<file path="src/rtl/rtc_emu_pkg.sv">
package rtc_emu_pkg;
  localparam int UF_BIT  = 4;
  localparam int AF_BIT  = 5;
  localparam int PF_BIT  = 6;
  localparam int IRQ_BIT = 7;

  function automatic logic [15:0] pack_status(input logic uf, input logic af, input logic pf);
    logic [15:0] w;
    w = 16'h0100;
    w[UF_BIT]  = uf;
    w[AF_BIT]  = af;
    w[PF_BIT]  = pf;
    w[IRQ_BIT] = uf | af | pf;
    return w;
  endfunction
endpackage

</file>
<file path="src/rtl/rtc_tick_sched.sv">
module rtc_tick_sched #(
  parameter int CNT_W = 32,
  parameter int SH_W  = 4
) (
  input  logic             clk,
  input  logic             rst_n,
  input  logic             arm,
  input  logic             go,
  input  logic [CNT_W-1:0] now,
  input  logic [SH_W-1:0]  shamt,
  output logic [CNT_W-1:0] deadline,
  output logic [CNT_W-1:0] skip_n,
  output logic [CNT_W-1:0] lost
);
  logic [CNT_W-1:0] dl_q, dl_n, lost_q, lost_n;
  logic [CNT_W-1:0] ivl, diff, steps;

  always_comb begin
    ivl   = CNT_W'(1) << shamt;
    diff  = now - dl_q;
    steps = CNT_W'(1);
    if ($signed(diff) > $signed(ivl))
      steps = (diff + ivl - CNT_W'(1)) >> shamt;
    skip_n = steps - CNT_W'(1);
    dl_n   = dl_q;
    lost_n = lost_q;
    if (arm) begin
      dl_n = now + ivl;
    end else if (go) begin
      dl_n   = dl_q + (steps << shamt);
      lost_n = skip_n;
    end
  end

  always_ff @(posedge clk or negedge rst_n) begin
    if (!rst_n) begin
      dl_q   <= '0;
      lost_q <= '0;
    end else if (arm || go) begin
      dl_q   <= dl_n;
      lost_q <= lost_n;
    end
  end

  assign deadline = dl_q;
  assign lost     = lost_q;
endmodule

</file>
<file path="src/rtl/rtc_pie_div.sv">
module rtc_pie_div #(
  parameter int CNT_W = 32,
  parameter int SH_W  = 4
) (
  input  logic             clk,
  input  logic             rst_n,
  input  logic             clr,
  input  logic             go,
  input  logic [CNT_W-1:0] skip,
  input  logic [SH_W-1:0]  lim_log,
  output logic             fire
);
  logic [CNT_W-1:0] cnt_q, cnt_n, sum, lim;

  always_comb begin
    lim   = CNT_W'(1) << lim_log;
    sum   = cnt_q + CNT_W'(1) + skip;
    fire  = 1'b0;
    cnt_n = cnt_q;
    if (clr) begin
      cnt_n = '0;
    end else if (go) begin
      if (sum >= lim) begin
        fire  = 1'b1;
        cnt_n = '0;
      end else begin
        cnt_n = sum;
      end
    end
  end

  always_ff @(posedge clk or negedge rst_n) begin
    if (!rst_n) cnt_q <= '0;
    else if (clr || go) cnt_q <= cnt_n;
  end
endmodule

</file>
<file path="src/rtl/rtc_flag_eval.sv">
module rtc_flag_eval (
  input  logic       clk,
  input  logic       rst_n,
  input  logic       go,
  input  logic       upd_en,
  input  logic       upd_rise,
  input  logic       alm_en,
  input  logic [4:0] cur_hr,
  input  logic [5:0] cur_min,
  input  logic [5:0] cur_sec,
  input  logic [4:0] alm_hr,
  input  logic [5:0] alm_min,
  input  logic [5:0] alm_sec,
  output logic       uf,
  output logic       af
);
  logic       seen_q, seen_n;
  logic [5:0] sec_q, sec_n;

  always_comb begin
    uf     = 1'b0;
    seen_n = seen_q;
    sec_n  = sec_q;
    if (upd_rise) begin
      seen_n = 1'b0;
    end else if (go && upd_en && (!seen_q || cur_sec != sec_q)) begin
      uf     = seen_q;
      sec_n  = cur_sec;
      seen_n = 1'b1;
    end
    af = go && alm_en && (cur_hr == alm_hr) && (cur_min == alm_min) && (cur_sec == alm_sec);
  end

  always_ff @(posedge clk or negedge rst_n) begin
    if (!rst_n) begin
      seen_q <= 1'b0;
      sec_q  <= '0;
    end else begin
      seen_q <= seen_n;
      sec_q  <= sec_n;
    end
  end
endmodule

</file>
<file path="src/rtl/rtc_irq_emu.sv">
module rtc_irq_emu #(
  parameter int CNT_W    = 32,
  parameter int RATE_W   = 4,
  parameter int LOG_FAST = 13,
  parameter int BASE_LOG = 6
) (
  input  logic              clk,
  input  logic              rst_n,
  input  logic              tick,
  input  logic              upd_en,
  input  logic              alm_en,
  input  logic              per_en,
  input  logic [RATE_W-1:0] rate_sel,
  input  logic [CNT_W-1:0]  now_cnt,
  input  logic [4:0]        cur_hr,
  input  logic [5:0]        cur_min,
  input  logic [5:0]        cur_sec,
  input  logic [4:0]        alm_hr,
  input  logic [5:0]        alm_min,
  input  logic [5:0]        alm_sec,
  output logic              chan_en,
  output logic [CNT_W-1:0]  next_deadline,
  output logic [CNT_W-1:0]  lost_ticks,
  output logic              irq_strobe,
  output logic [15:0]       irq_status
);
  import rtc_emu_pkg::*;

  localparam int SH_W = RATE_W;
  localparam logic [RATE_W-1:0] BASE_R = RATE_W'(BASE_LOG);
  localparam logic [RATE_W-1:0] FAST_R = RATE_W'(LOG_FAST);

  logic [1:0]        rst_pipe;
  logic              rst_n_sync;
  logic              en_any_q, upd_q;
  logic [RATE_W-1:0] rate_q;
  logic              arm, go, upd_rise, rate_chg;
  logic [RATE_W-1:0] eff_rate;
  logic [SH_W-1:0]   shamt, lim_log;
  logic [CNT_W-1:0]  skip_n;
  logic              uf, af, pf, strobe_n;
  logic [15:0]       status_n;

  always_ff @(posedge clk or negedge rst_n) begin
    if (!rst_n) rst_pipe <= 2'b00;
    else        rst_pipe <= {rst_pipe[0], 1'b1};
  end
  assign rst_n_sync = rst_pipe[1];

  assign chan_en  = upd_en | alm_en | per_en;
  assign arm      = chan_en && !en_any_q;
  assign go       = tick && chan_en && !arm;
  assign upd_rise = upd_en && !upd_q;
  assign rate_chg = rate_sel != rate_q;

  always_comb begin
    eff_rate = BASE_R;
    if (per_en && rate_sel > BASE_R)
      eff_rate = (rate_sel > FAST_R) ? FAST_R : rate_sel;
    shamt   = SH_W'(FAST_R - eff_rate);
    lim_log = (rate_sel >= BASE_R) ? '0 : SH_W'(BASE_R - rate_sel);
  end

  rtc_tick_sched #(.CNT_W(CNT_W), .SH_W(SH_W)) u_sched (
    .clk(clk), .rst_n(rst_n_sync), .arm(arm), .go(go), .now(now_cnt),
    .shamt(shamt), .deadline(next_deadline), .skip_n(skip_n), .lost(lost_ticks)
  );

  rtc_pie_div #(.CNT_W(CNT_W), .SH_W(SH_W)) u_pie (
    .clk(clk), .rst_n(rst_n_sync), .clr(rate_chg), .go(go && per_en),
    .skip(skip_n), .lim_log(lim_log), .fire(pf)
  );

  rtc_flag_eval u_flags (
    .clk(clk), .rst_n(rst_n_sync), .go(go), .upd_en(upd_en), .upd_rise(upd_rise),
    .alm_en(alm_en), .cur_hr(cur_hr), .cur_min(cur_min), .cur_sec(cur_sec),
    .alm_hr(alm_hr), .alm_min(alm_min), .alm_sec(alm_sec), .uf(uf), .af(af)
  );

  assign strobe_n = uf | af | pf;
  assign status_n = pack_status(uf, af, pf);

  always_ff @(posedge clk or negedge rst_n_sync) begin
    if (!rst_n_sync) begin
      en_any_q   <= 1'b0;
      upd_q      <= 1'b0;
      rate_q     <= '0;
      irq_strobe <= 1'b0;
      irq_status <= '0;
    end else begin
      en_any_q   <= chan_en;
      upd_q      <= upd_en;
      rate_q     <= rate_sel;
      irq_strobe <= strobe_n;
      if (strobe_n) irq_status <= status_n;
    end
  end
endmodule

</file>
<file path="config.mk">
export PLATFORM = sky130hd
export DESIGN_NAME = rtc_irq_emu
export DESIGN_NICKNAME = d
export VERILOG_FILES = /design/src/rtl/rtc_emu_pkg.sv /design/src/rtl/rtc_tick_sched.sv /design/src/rtl/rtc_pie_div.sv /design/src/rtl/rtc_flag_eval.sv /design/src/rtl/rtc_irq_emu.sv
export SDC_FILE = /design/constraint.sdc
export NUM_CORES = 1
export LEC_CHECK = 0
export ABC_AREA = 1
export BUFFER_PORTS_ARGS = -buffer_cell sky130_fd_sc_hd__buf_2
export CORE_ASPECT_RATIO = 1.75
export CORE_MARGIN = 2
export CORE_UTILIZATION = 50
export CTS_CLUSTER_DIAMETER = 50
export DETAILED_ROUTE_END_ITERATION = 12
export GPL_TIMING_DRIVEN = 0
export PLACE_DENSITY = 0.7
export REMOVE_ABC_BUFFERS = 1
export SLEW_MARGIN = 20
export SYNTH_ARGS = -nofsm -noshare
export SYNTH_HDL_FRONTEND = slang
export SYNTH_SLANG_ARGS = --single-unit
</file>
<file path="constraint.sdc">
create_clock -name clk -period 4.4 [get_ports clk]
set_input_delay 0.22 -clock clk [delete_from_list [all_inputs] [get_ports clk]]
set_output_delay 0.22 -clock clk [all_outputs]
set_load 0.02 [all_outputs]
</file>
; Yosys cells after proc, flatten, opt, wreduce, memory -nomap -nowiden
; Cells that the tools add are included.
[word_totals]
reg_bits = 116
in_bits = 76
output_inout_bits = 82
wordCells = 83
[op_classes]
n_addsub = 10
order_cmp = 5
eq_ne = 5
n_shift = 4
n_mux = 16
n_bitwise = 6
reduce_logical = 26
[op_table]
columns = op, n
row1 = two-way mux 32 bit, 6
row2 = adder 32 bit, 4
row3 = << shifter 1 x 4 -> 32 bit (first input constant), 2
row4 = subtractor 32 x 1 -> 32 bit (second input constant), 2
row5 = adder 32 x 1 -> 32 bit (second input constant), 1
row6 = greater-or-equal comparator 32 bit, 1
row7 = > comparator 32 bit, 1
row8 = << shifter 32 x 4 -> 32 bit, 1
row9 = >> shifter 32 x 4 -> 32 bit, 1
row10 = subtractor 32 bit, 1
row11 = equality test 6 bit, 2
row12 = logical AND 1 bit, 12
row13 = two-way mux 4 bit, 3
row14 = two-way mux 1 bit, 7
row15 = inequality test 6 bit, 1
row16 = AND reduction 2 bit, 3
row17 = nonzero test 2 bit, 3
row18 = equality test 5 bit, 1
row19 = greater-or-equal comparator 4 x 3 -> 1 bit (second input constant), 1
row20 = > comparator 4 x 3 -> 1 bit (second input constant), 1
row21 = > comparator 4 bit (second input constant), 1
row22 = zero test 1 bit, 4
row23 = inequality test 4 bit, 1
row24 = bitwise OR 1 bit, 4
row25 = 5 further kinds, 8

; Longest topological paths before layout
[depth]
ltp_word = 16
depth_mapped = 71
ltp_nobuf = 66

; Modules after synthesis
; A second synthesis with hierarchy kept.
[hier_totals]
hier_cells = 3352
area_unflattened_um2 = 19581.3
[by_module_without_submodules]
columns = module, n_inst, cells_each, area_each_um2, seq_area_each_um2
row1 = rtc_tick_sched, 1, 2367, 13719.4, 1601.5
row2 = rtc_pie_div, 1, 747, 4337.9, 800.8
row3 = rtc_irq_emu, 1, 101, 767.0, 325.3
row4 = rtc_flag_eval, 1, 137, 757.0, 175.2

; Worst setup path after synthesis
; No wires, ideal clock.
[synth_timing]
path_kind = input port to flip-flop
start = input rate_sel[0]
end = register u_pie.cnt_q[13]
setup_time_ps = 65
arrival_time_ps = 9365
required_ps = 4335
path_slack_ps = -5030
path_stages = 62
path_buffers = 6
path_cell_list = inv_1 > ha_1 > nor2_1 > nand3_1 > nand2_1 > nand2_1 > buf_2 > buf_2 > clkbuf_1 > clkbuf_1 > ha_1 > inv_1 > xor2_2 > inv_1 > clkbuf_1 > nor3_1 > inv_1 > ha_1 > [26 not listed] > a21oi_1 > o21ai_0 > xor2_1 > ha_1 > a21oi_1 > o31ai_1 > a21oi_1 > nand4_1 > nor3_1 > nand3_1 > nor3_1 > nand3_1 > nor2_1 > nand2_4 > nor2_8 > buf_8 > nand2_2 > nand2_2
[synth_between]
elab_chain_cells = 15
elab_cells_between_ends = 26
cone_classes = add/sub (6) / order compare (5) / eq/ne (1) / shift (3) / mux (7) / reduce/logical (4)
[synth_rtl]
columns = element, line
row1 = start: declaration, rtc_irq_emu.sv:13  ; input logic [RATE_W-1:0] rate_sel,
row2 = > comparator 4 bit or > comparator 4 x 3 -> 1 bit (tied branches), "rtc_irq_emu.sv:59, rtc_irq_emu.sv:58"
row3 = two-way mux 4 bit or logical AND 1 bit (tied branches), "rtc_irq_emu.sv:59, rtc_irq_emu.sv:58"
row4 = two-way mux 4 bit *, rtc_irq_emu.sv:58  ; if (per_en && rate_sel > BASE_R)
row5 = subtractor 4 bit *, rtc_irq_emu.sv:60  ; shamt = SH_W'(FAST_R - eff_rate);
row6 = << shifter 1 x 4 -> 32 bit, rtc_tick_sched.sv:19  ; ivl = CNT_W'(1) << shamt;
row7 = adder 32 bit, rtc_tick_sched.sv:23  ; steps = (diff + ivl - CNT_W'(1)) >> shamt;
row8 = subtractor 32 x 1 -> 32 bit, rtc_tick_sched.sv:23
row9 = >> shifter 32 x 4 -> 32 bit, rtc_tick_sched.sv:23
row10 = two-way mux 32 bit *, rtc_tick_sched.sv:22  ; if ($signed(diff) > $signed(ivl))
row11 = subtractor 32 x 1 -> 32 bit *, rtc_tick_sched.sv:24  ; skip_n = steps - CNT_W'(1);
row12 = net skip_n[0], rtc_irq_emu.sv:40  ; logic [CNT_W-1:0] skip_n;
row13 = adder 32 bit *, rtc_pie_div.sv:17  ; sum = cnt_q + CNT_W'(1) + skip;
row14 = greater-or-equal comparator 32 bit, rtc_pie_div.sv:23  ; if (sum >= lim) begin
row15 = two-way mux 32 bit *, rtc_pie_div.sv:23
row16 = two-way mux 32 bit *, rtc_pie_div.sv:22  ; end else if (go) begin
row17 = two-way mux 32 bit *, rtc_pie_div.sv:20  ; if (clr) begin
row18 = end signal: assignment, rtc_pie_div.sv:34  ; else if (clr || go) cnt_q <= cnt_n;
row19 = end: declaration, rtc_pie_div.sv:13  ; logic [CNT_W-1:0] cnt_q, cnt_n, sum, lim;
; Mark *: on every way through the listed nets, which the timed path passes. The rest lies on a longest branch. The select of a mux whose other input is x is not followed.
; A chain may end at the register's enable or synchronous reset.

; Worst setup path after layout
[layout_timing]
start = input rate_sel[0]
end = register u_pie.cnt_q[3]
; The elaborated chain is that of the path after synthesis.

==> impl_metrics.json <==
{
  "status": "finished, violations left",
  "violations": "negative setup slack",
  "wl_um": 75680,
  "grt_pass1_wl_um": 108700,
  "startpoint": "rate_sel[0]",
  "synth_cell_type_count": 71,
  "ant_nets": 0,
  "crit_type": "input pin to flip-flop",
  "drt_first_pass_iters": 8,
  "maxSlewHeadroom": 0.2741,
  "drt-initial-drc-count": 1587,
  "synth-main-ff-cell": "dfrtp_1",
  "yosysSeqAreaShare": 0.1599,
  "async_reset_ff_frac": 1.000,
  "fmax_mhz": 120.7,
  "finalSetupViolCount": 84,
  "crit_buf_inv": 12,
  "vias_per_cell": 5.849,
  "fp.dieW_um": 148.0,
  "cp.arrival_ns": 8.66,
  "die_h_um": 256.0,
  "die_area_um2": 37900,
  "post-route-period-util": 1.882,
  "post-route-min-period_ns": 8.282,
  "htreeDepth": 4,
  "crit_cells": 61,
  "grt_pass1_vias": 20830,
  "syn_to_final_growth_pct": 37.46,
  "ios": 158,
  "fin_util": 0.6946,
  "syn_area_um2": 18150,
  "hpwl_um": 54390,
  "place.gp.congestion": 1.011,
  "yosysWarnings": 0,
  "synth_seq_cells": 116,
  "whs_path_depth": 3,
  "reg2regPathDepth": 59,
  "path_delay_family": "simple AND/OR/NAND/NOR gates",
  "clk_path_buf_depth": 2,
  "clk_latency_ns": 0.44,
  "critPathLaunchType": "input pin",
  "slew_viol_final": 0,
  "finalHoldViolCount": 0,
  "rows": 92,
  "drive_above_1_share": 0.3318,
  "worst_path_max_delay_cell": "ha_4",
  "endpoint_kind": "flip-flop",
  "avgSynthCellArea_um2": 6.293,
  "rsz0062_at_grt": "yes",
  "core_area_um2": 35910,
  "via_count": 21600,
  "overflow": 0,
  "cts_root_buffer": "clkbuf_16",
  "tightest_slew_ns": 1.086,
  "synthCells": 2884,
  "max-cap-violations": 0,
  "numPortBuffers": 146,
  "cts_tree": "built",
  "layout_setup_ws_ns": -3.882,
  "setup_tns_ns": -187.33,
  "path_max_fanout": 22,
  "cpMostUsedCell": "nand2_4",
  "skew_ns": 0.01480,
  "hold_path_class": "input pin to flip-flop",
  "rr_startpoint": "u_sched.deadline[6]",
  "path_clk_slew_ns": 0.07,
  "synth_edf_count": 0,
  "track_usage": 0.3705,
  "wl_per_cell_um": 20.49,
  "drc_errors": 0,
  "nFillCells": 2967,
  "final_nets": 3486,
  "antenna_found_initial": 11,
  "start_util": 0.5053,
  "clock_sink_count": 116,
  "grt_max_degree": 55,
  "cts_buffers": 17,
  "required_ns": 4.78,
  "hp-start": "cur_sec[3]",
  "slowest_delay_ns": 0.30
}
-- flip-flops by register name, indices dropped and copies added, names as in the netlist, 2 cells and up --
signal / count
irq_status: 4
u_sched.deadline: 32
u_pie.cnt_q: 32
u_sched.lost: 32
rst_pipe: 2
rate_q: 4
u_flags.sec_q: 6
-- cell type report --
type,count,area [µm²],share of cell area
clock buffers,18,429.2,0.01720
flip-flops and latches,116,2910,0.1167
clock inverters,14,127.6,0.005116
diodes,7,17.52,0.0007021
multi-input cells,2304,16570,0.6641
repair buffers,357,2698,0.1081
well taps,470,588.1,0.02357
inverters,405,1597,0.06400
repair inverters,2,12.51,0.0005015
-- layout by cell type (no fill, tap or decap), types with 10 or more instances in the layout --
cell type and n:
xor2_2 28, ha_4 56, o211ai_1 10, nand2_1 646, nor2_1 158, dfrtp_1 112, or2_2 14, nor2_4 42
o21ai_0 90, buf_6 20, nand3_1 230, nand4_1 42, inv_2 64, ha_2 13, nor2_2 36, nor3_1 10
nor3_4 11, xor2_4 15, nand3_2 73, mux2i_1 17, buf_4 171, a21o_1 12, xnor2_1 23, xor2_1 59
o21ai_1 62, conb_1 18, nand2_4 44, a21oi_1 125, inv_1 327, nand2_2 120, clkbuf_16 17, ha_1 133
a21oi_2 36, o21ai_2 28, buf_2 144
-- repair_timing --
item                                    4_1_cts  5_1_grt
gates cloned                                 12        0
endpoints found under the setup margin       85       85
setup buffers                                97       96
resized for setup                           425      361
hold buffers                                  6        0
pin swaps                                   107      161
endpoints found under the hold margin         7        0
-- stage by stage --
stage,area [µm²],setup WS [ns],std cells,hold slack [ns]
floorplan,17770,-6.330,2819,-0.07559
global placement,19090,-11.37,3435,0.004062
detailed placement,19330,-8.222,3444,0.01264
CTS,22860,-3.753,3591,0.08516
global route,24930,-4.197,3687,0.1013
finish,24950,-3.882,3693,0.09337
-- worst paths after layout --
check | to | slack [ns]
worst min-delay path | u_flags.sec_q[3] | 0.09
worst min register to register | u_pie.cnt_q[23] | 0.19
min in group asynchronous | rst_pipe[1] | 0.10
max in group asynchronous | u_sched.deadline[15] | 3.31
worst max register to register | u_pie.cnt_q[3] | -3.84
worst max-delay path | u_pie.cnt_q[3] | -3.88
-- routing by layer --
metal	part of all wire	GRT usage	vias up
li1	-	-	10080
met1	0.32	0.3393	9991
met2	0.50	0.6637	1050
met3	0.062	0.06916	474
met4	0.12	0.3630	10
met5	0.00089	0	-
-- synth_stat cells, drive strengths merged, types with 15 or more instances --
master	number	area, µm²
clkbuf	39	150.1
or2	15	93.84
mux2i	23	230.2
nor3	29	160.2
nand4	44	287.8
buf	41	279.0
nand2	811	3242
ha	202	2527
inv	398	1494
xnor2	33	289.0
o21ai	184	924.6
xor2	101	892.1
dfrtp	116	2903
nand3	312	1714
a21oi	165	833.3
nor2	237	1061
-- worst register-to-register path: cells and delay by family, from the launching register on --
kind,cells,cell delay (ns)
XOR/XNOR,3,0.58
AND/OR/NAND/NOR,30,3.47
AO/OA/AOI/OAI,10,1.45
buffers and inverters,10,0.86
adder cells (fa/ha/maj),6,1.41
flip-flops,1,0.41
-- cell families after synthesis --
kind of cell,share of synthesized area
compound gates,0.1377
mux,0.01269
buf+inv,0.1080
other cells,0.0004138
xor+xnor,0.06508
fa+ha+maj,0.1448
flops,0.1599
simple gates,0.3713
Power is not shown: default switching activity piles up to over one toggle a cycle in this logic, so the estimate is an artifact.
